## src/rtl/xdb_pkg.sv

```systemverilog
package xdb_pkg;
   typedef logic [3:0] phase_t;

   localparam int unsigned CYC_LEN     = 12;
   localparam phase_t      PH_IDLE     = 4'd0;
   localparam phase_t      PH_FIRST    = 4'd1;
   localparam phase_t      PH_LAST     = 4'd12;
   localparam phase_t      PH_ALE_ON   = 4'd2;
   localparam phase_t      PH_ALE_OFF  = 4'd3;
   localparam phase_t      PH_ADR_ON   = 4'd3;
   localparam phase_t      PH_ADR_OFF  = 4'd5;
   localparam phase_t      PH_DAT_ON   = 4'd6;
   localparam phase_t      PH_STB_ON   = 4'd7;
   localparam phase_t      PH_STB_OFF  = 4'd11;
   localparam phase_t      PH_HI_ON    = 4'd3;

   typedef enum logic {DIR_RD = 1'b0, DIR_WR = 1'b1} dir_e;

   function automatic logic in_window(phase_t p, phase_t lo, phase_t hi);
      return (p >= lo) && (p <= hi);
   endfunction
endpackage

```

## src/rtl/xdb_sequencer.sv

```systemverilog
module xdb_sequencer
   import xdb_pkg::*;
#(
   parameter int unsigned ADDR_W = 16,
   parameter int unsigned DW     = 8
) (
   input  logic              clk,
   input  logic              rst_n,
   input  logic              req_valid,
   input  logic              req_write,
   input  logic              req_wide,
   input  logic [ADDR_W-1:0] req_addr,
   input  logic [DW-1:0]     req_wdata,
   output phase_t            phase,
   output logic              busy,
   output dir_e              cap_dir,
   output logic              cap_wide,
   output logic [ADDR_W-1:0] cap_addr,
   output logic [DW-1:0]     cap_wdata
);
   logic accept;

   assign busy   = (phase != PH_IDLE);
   assign accept = !busy && req_valid;

   always_ff @(posedge clk) begin
      if (!rst_n) begin
         phase <= PH_IDLE;
      end else if (accept) begin
         phase <= PH_FIRST;
      end else if (phase == PH_LAST) begin
         phase <= PH_IDLE;
      end else if (busy) begin
         phase <= phase + 4'd1;
      end
   end

   always_ff @(posedge clk) begin
      if (!rst_n) begin
         cap_dir   <= DIR_RD;
         cap_wide  <= 1'b0;
         cap_addr  <= '0;
         cap_wdata <= '0;
      end else if (accept) begin
         cap_dir   <= req_write ? DIR_WR : DIR_RD;
         cap_wide  <= req_wide;
         cap_addr  <= req_addr;
         cap_wdata <= req_wdata;
      end
   end
endmodule

```

## src/rtl/xdb_lo_port.sv

```systemverilog
module xdb_lo_port
   import xdb_pkg::*;
#(
   parameter int unsigned DW = 8
) (
   input  logic          clk,
   input  logic          rst_n,
   input  phase_t        phase,
   input  dir_e          cap_dir,
   input  logic [DW-1:0] addr_lo,
   input  logic [DW-1:0] wdata,
   input  logic [DW-1:0] lo_port_in,
   output logic          ale,
   output logic          rd_n,
   output logic          wr_n,
   output logic [DW-1:0] lo_port_out,
   output logic          lo_port_oe,
   output logic [DW-1:0] rdata,
   output logic          rdata_valid
);
   localparam logic [DW-1:0] FLOAT_VAL = '1;

   logic adr_win, dat_win, stb_win, is_wr;

   assign is_wr   = (cap_dir == DIR_WR);
   assign adr_win = in_window(phase, PH_ADR_ON, PH_ADR_OFF);
   assign dat_win = is_wr && in_window(phase, PH_DAT_ON, PH_LAST);
   assign stb_win = in_window(phase, PH_STB_ON, PH_STB_OFF);

   always_comb begin
      ale         = in_window(phase, PH_ALE_ON, PH_ALE_OFF);
      rd_n        = !(stb_win && !is_wr);
      wr_n        = !(stb_win && is_wr);
      lo_port_oe  = adr_win || dat_win;
      if (adr_win)      lo_port_out = addr_lo;
      else if (dat_win) lo_port_out = wdata;
      else              lo_port_out = FLOAT_VAL;
      rdata_valid = (phase == PH_LAST) && !is_wr;
   end

   always_ff @(posedge clk) begin
      if (!rst_n) begin
         rdata <= '0;
      end else if ((phase == PH_STB_OFF) && !is_wr) begin
         rdata <= lo_port_in;
      end
   end
endmodule

```

## src/rtl/xdb_hi_port.sv

```systemverilog
module xdb_hi_port
   import xdb_pkg::*;
#(
   parameter int unsigned DW             = 8,
   parameter int unsigned STRONG_PERIODS = 2
) (
   input  phase_t        phase,
   input  logic          cap_wide,
   input  logic [DW-1:0] addr_hi,
   input  logic [DW-1:0] hi_latch,
   output logic [DW-1:0] hi_port_out,
   output logic          hi_strong
);
   logic override;

   assign override    = cap_wide && in_window(phase, PH_HI_ON, PH_LAST);
   assign hi_port_out = override ? addr_hi : hi_latch;

   generate
      if (STRONG_PERIODS == 0) begin : g_no_strong
         assign hi_strong = 1'b0;
      end else begin : g_strong
         localparam phase_t STRONG_END = phase_t'(PH_HI_ON + STRONG_PERIODS - 1);
         assign hi_strong = override && (phase <= STRONG_END);
      end
   endgenerate
endmodule

```

## src/rtl/xdata_bus_ctrl.sv

```systemverilog
module xdata_bus_ctrl
   import xdb_pkg::*;
#(
   parameter int unsigned DW             = 8,
   parameter int unsigned STRONG_PERIODS = 2,
   localparam int unsigned ADDR_W        = 2 * DW
) (
   input  logic              clk,
   input  logic              rst_n,
   input  logic              req_valid,
   input  logic              req_write,
   input  logic              req_wide,
   input  logic [ADDR_W-1:0] req_addr,
   input  logic [DW-1:0]     req_wdata,
   input  logic [DW-1:0]     hi_latch,
   input  logic [DW-1:0]     lo_port_in,
   output logic              ale,
   output logic              rd_n,
   output logic              wr_n,
   output logic [DW-1:0]     lo_port_out,
   output logic              lo_port_oe,
   output logic [DW-1:0]     hi_port_out,
   output logic              hi_strong,
   output logic              busy,
   output logic [DW-1:0]     rdata,
   output logic              rdata_valid
);
   generate
      if (DW < 1) begin : g_bad_dw
         initial $fatal(1, "DW must be at least 1");
      end
      if (STRONG_PERIODS > CYC_LEN - PH_HI_ON + 1) begin : g_bad_strong
         initial $fatal(1, "STRONG_PERIODS exceeds the override window");
      end
   endgenerate

   phase_t            phase;
   dir_e              cap_dir;
   logic              cap_wide;
   logic [ADDR_W-1:0] cap_addr;
   logic [DW-1:0]     cap_wdata;

   xdb_sequencer #(.ADDR_W(ADDR_W), .DW(DW)) u_seq (
      .clk       (clk),
      .rst_n     (rst_n),
      .req_valid (req_valid),
      .req_write (req_write),
      .req_wide  (req_wide),
      .req_addr  (req_addr),
      .req_wdata (req_wdata),
      .phase     (phase),
      .busy      (busy),
      .cap_dir   (cap_dir),
      .cap_wide  (cap_wide),
      .cap_addr  (cap_addr),
      .cap_wdata (cap_wdata)
   );

   xdb_lo_port #(.DW(DW)) u_lo (
      .clk         (clk),
      .rst_n       (rst_n),
      .phase       (phase),
      .cap_dir     (cap_dir),
      .addr_lo     (cap_addr[DW-1:0]),
      .wdata       (cap_wdata),
      .lo_port_in  (lo_port_in),
      .ale         (ale),
      .rd_n        (rd_n),
      .wr_n        (wr_n),
      .lo_port_out (lo_port_out),
      .lo_port_oe  (lo_port_oe),
      .rdata       (rdata),
      .rdata_valid (rdata_valid)
   );

   xdb_hi_port #(.DW(DW), .STRONG_PERIODS(STRONG_PERIODS)) u_hi (
      .phase       (phase),
      .cap_wide    (cap_wide),
      .addr_hi     (cap_addr[ADDR_W-1:DW]),
      .hi_latch    (hi_latch),
      .hi_port_out (hi_port_out),
      .hi_strong   (hi_strong)
   );
endmodule

```

## config.mk

```make
export PLATFORM = sky130hd
export DESIGN_NAME = xdata_bus_ctrl
export DESIGN_NICKNAME = d
export VERILOG_FILES = /design/src/rtl/xdb_pkg.sv /design/src/rtl/xdb_sequencer.sv /design/src/rtl/xdb_lo_port.sv /design/src/rtl/xdb_hi_port.sv /design/src/rtl/xdata_bus_ctrl.sv
export SDC_FILE = /design/constraint.sdc
export NUM_CORES = 1
export LEC_CHECK = 0
export BUFFER_PORTS_ARGS = -buffer_cell sky130_fd_sc_hd__buf_2
export CAP_MARGIN = 20
export CORE_MARGIN = 5
export CORE_UTILIZATION = 43
export CTS_CLUSTER_SIZE = 40
export DETAILED_ROUTE_END_ITERATION = 6
export GPL_TIMING_DRIVEN = 0
export PLACE_DENSITY = 0.75
export SLEW_MARGIN = 20
export SYNTH_ARGS = -nofsm -noshare
export SYNTH_HDL_FRONTEND = slang
export SYNTH_HIERARCHICAL = 1
export SYNTH_SLANG_ARGS = --single-unit
```

## constraint.sdc

```tcl
create_clock -name clk -period 1.75 [get_ports clk]
set_clock_uncertainty 0.15 [all_clocks]
set_input_delay 0.35 -clock clk [delete_from_list [all_inputs] [get_ports clk]]
set_output_delay 0.35 -clock clk [all_outputs]
set_load 0.02 [all_outputs]
```

==> impl_metrics.xml <==
<?xml version="1.0" encoding="UTF-8"?>
<metrics>
  <group name="outcome">
    <metric name="run_status" unit="">finished with violations</metric>
    <metric name="failed_checks" unit="">setup timing</metric>
  </group>
  <group name="setup_path">
    <metric name="worst_setup_path_end_kind" unit="">output port</metric>
    <metric name="critPathRequiredTime" unit="ps">1250</metric>
    <metric name="r2r_end" unit="">u_seq/phase[1]$_SDFFE_PP0P_</metric>
    <metric name="timing.rr.start" unit="">u_seq/phase[0]$_SDFFE_PN0P_</metric>
    <metric name="timing_worst_setup_path_type" unit="">register to output port</metric>
    <metric name="path_max_fanout" unit="">8</metric>
    <metric name="reg2regPathDepth" unit="">6</metric>
    <metric name="timing.reg2reg.setup_slack" unit="ps">-170</metric>
    <metric name="critPathArrivalTime" unit="ps">1700</metric>
    <metric name="worstSetupStartpointType" unit="">register</metric>
  </group>
  <group name="min_path">
    <metric name="worst_hold_path.endpoint" unit="">u_seq/cap_wdata[6]$_SDFFE_PN0P_</metric>
    <metric name="timing.hold.worst_path_depth" unit="">3</metric>
    <metric name="holdCritPathClass" unit="">input pin to register</metric>
    <metric name="hold_start" unit="">req_wdata[6]</metric>
  </group>
  <group name="placed_design">
    <metric name="dp.cells" unit="">348</metric>
    <metric name="finalWeightedCongestion" unit="">0.751</metric>
    <metric name="portBuffers" unit="">74</metric>
    <metric name="postPlaceCellArea" unit="mm2">0.00234</metric>
    <metric name="dp.final_hpwl" unit="mm">3.51</metric>
  </group>
  <group name="logic_synthesis">
    <metric name="ys_dominant_reg_cell" unit="">dfxtp_1</metric>
    <metric name="synthesized_netlist_net_count" unit="">269</metric>
    <metric name="ys_warn_count" unit="">6</metric>
    <metric name="register_area_share_after_synthesis" unit="%">40.6</metric>
    <metric name="synthArstFlopShare" unit="%">0</metric>
    <metric name="count_of_flip_flops_with_a_built_in_enable_after_synthesis" unit="">0</metric>
    <metric name="synth_area_per_cell" unit="um2">8.45</metric>
    <metric name="synth_cell_type_count" unit="">40</metric>
    <metric name="synthCells" unit="">222</metric>
    <metric name="synth_area" unit="mm2">0.00188</metric>
    <metric name="ys_seq_elements" unit="">38</metric>
  </group>
  <group name="timing">
    <metric name="slack_of_the_critical_path" unit="ps">-455</metric>
    <metric name="setup_viol_count_final" unit="">49</metric>
    <metric name="rsz0062_at_grt" unit="">yes</metric>
    <metric name="report.final.slew_viol_count" unit="">0</metric>
    <metric name="fmax" unit="GHz">0.454</metric>
    <metric name="final_hold_viol_count" unit="">0</metric>
    <metric name="finalCritPeriodShare" unit="%">126</metric>
    <metric name="slew-limit-headroom" unit="%">69.4</metric>
    <metric name="hold_ws" unit="ps">117</metric>
    <metric name="measured_slew_at_the_worst_slew_check_pin" unit="ps">460</metric>
    <metric name="fin_crit" unit="ps">2200</metric>
    <metric name="total_negative_setup_slacks" unit="ps">-9640</metric>
  </group>
  <group name="die">
    <metric name="top_level_pins" unit="">76</metric>
    <metric name="initial_core_util" unit="%">43.7</metric>
    <metric name="core_region_area" unit="mm2">0.00429</metric>
    <metric name="die_width" unit="um">76.0</metric>
    <metric name="floorplan_die_area" unit="mm2">0.00578</metric>
    <metric name="dieHeight" unit="um">76.0</metric>
    <metric name="row_count" unit="">24</metric>
  </group>
  <group name="clocking">
    <metric name="clock_tree.root_cell" unit="">clkbuf_8</metric>
    <metric name="cts-htree-levels" unit="">2</metric>
    <metric name="tritoncts" unit="">yes</metric>
    <metric name="clk_pin_slew" unit="ps">80</metric>
    <metric name="clk_latency_worst_skew_pair" unit="ps">290</metric>
    <metric name="clock_sinks" unit="">38</metric>
    <metric name="tritoncts.num_buffers" unit="">5</metric>
    <metric name="worst_case_clock_buffer_depth" unit="">2</metric>
  </group>
  <group name="pwr">
    <metric name="p_leak" unit="nW">1.22</metric>
    <metric name="power_density" unit="mW/mm2">742</metric>
    <metric name="ir_drop" unit="uV">416</metric>
  </group>
  <group name="job">
    <metric name="max_cap_viol_count" unit="">0</metric>
  </group>
  <group name="final_layout">
    <metric name="layout.cells.most_common" unit="">buf_2</metric>
    <metric name="flow.area_growth_from_synthesis" unit="%">49.1</metric>
    <metric name="finalNonFillerCells" unit="">373</metric>
    <metric name="layout_common_cells" unit="">buf_2, nand2_1, dfxtp_1, nand3_1, buf_6</metric>
    <metric name="drive_above_1_share" unit="%">43.3</metric>
    <metric name="antenna_cells" unit="">0</metric>
    <metric name="nets" unit="">367</metric>
    <metric name="fillers" unit="">385</metric>
    <metric name="fin_util" unit="%">65.1</metric>
    <metric name="finalInstanceArea" unit="mm2">0.00280</metric>
  </group>
  <group name="detailed_routing">
    <metric name="drt_wl_total" unit="mm">5.41</metric>
    <metric name="final_antenna_net_count" unit="">0</metric>
    <metric name="post_drt_via_cell_ratio" unit="">5.21</metric>
    <metric name="via_count" unit="">1943</metric>
    <metric name="drc" unit="">0</metric>
    <metric name="first_pass_iters" unit="">4</metric>
    <metric name="drtIter0Drc" unit="">87</metric>
    <metric name="wl_cell" unit="um">14.5</metric>
  </group>
  <group name="global_route">
    <metric name="antenna_found_initial" unit="">0</metric>
    <metric name="grt_first_pass_wirelength" unit="mm">9.14</metric>
    <metric name="grt_start_max_net_pins" unit="">13</metric>
    <metric name="globalRouteOverflowTotal" unit="">0</metric>
    <metric name="global_route_usage_over_all_layers" unit="%">18.6</metric>
    <metric name="grt_pass1_vias" unit="">2015</metric>
  </group>
</metrics>
logic make-up after synthesis:
group	count (synthesis)	share of synthesized area [%]
and+or+nand+nor	95	25.8
muxes	18	10.4
buffers and inverters	18	3.94
DFF	38	40.6
AOI/OAI and AO/OA	51	18.0
adders and majority gates	2	1.33
registers in the layout, indices dropped and copies added, names as in the netlist:
name and cells:
u_seq/cap_dir 1, u_lo/rdata 8, u_seq/cap_wide 1, u_seq/cap_addr 16
u_seq/phase 4, u_seq/cap_wdata 8
worst max-delay path by stage:
stage | start | endpoint | slack, ps | depth (start not counted)
2_1_floorplan | u_seq/phase[0]$_SDFFE_PN0P_ | hi_port_out[1] | -110 | 3
3_3_place_gp | u_seq/phase[0]$_SDFFE_PN0P_ | hi_port_out[3] | -350 | 4
3_5_place_dp | u_seq/phase[0]$_SDFFE_PN0P_ | hi_port_out[1] | -350 | 4
4_1_cts | u_seq/phase[0]$_SDFFE_PN0P_ | hi_port_out[1] | -470 | 5
5_1_grt | u_seq/phase[0]$_SDFFE_PN0P_ | hi_port_out[6] | -480 | 5
6_report | u_seq/phase[1]$_SDFFE_PP0P_ | hi_port_out[6] | -450 | 5
what timing repair did:
item | 4_1_cts | 5_1_grt
setup buffers | 14 | 3
pin swaps | 2 | 1
hold buffers | 0 | 0
setup endpoints to repair | 44 | 50
gates resized for setup | 61 | 10
cell usage after synthesis, drive strengths merged, types with 3 or more instances:
library cell	count	area (um2)
buf	7	32.5
a21oi	4	20.0
nand3	28	140
nand2b	3	18.8
o22a	7	61.3
dfxtp	38	761
mux2	9	105
mux2i	9	90.1
nand2	45	169
o21ai	30	154
inv	4	15.0
clkbuf	7	26.3
worst max-delay path, cell delays in order (launching register included):
cell and delay (ps):
dfxtp_4 370, o211ai_1 270, o311ai_4 160, buf_12 170, mux2_4 300, buf_6 130
stage by stage:
step	total power [mW]	worst slack, ps
after floorplan	1.23	-107
after global placement	1.36	-347
after detailed placement	1.36	-349
after CTS	2.06	-475
after global routing	2.18	-483
final	2.08	-455
power by group:
group | total, mW | switching [mW] | internal [mW]
clock | 0.637 | 0.319 | 0.318
combinational | 0.474 | 0.242 | 0.233
sequential | 0.965 | 0.0423 | 0.923
total | 2.08 | 0.603 | 1.47
area by class of cell:
type                    instances  area (um2)  share of cell area (%)
clock inverters                 2        11.3                   0.403
well taps                      52        65.1                    2.33
inverters                       4        15.0                   0.537
clock buffers                   6        82.6                    2.95
plain buffers                  14        95.1                    3.40
flip-flops and latches         38         777                    27.8
multi-input cells             166        1140                    40.7
repair buffers                 91         612                    21.9
per-layer routing:
layer  global-route usage (%)  routed length (um)
met2                     31.3                2680
met1                     23.5                2310
met5                        0                   0
met3                     5.20                 378
met4                     4.27                  38
(Power assumes the default switching activity.)
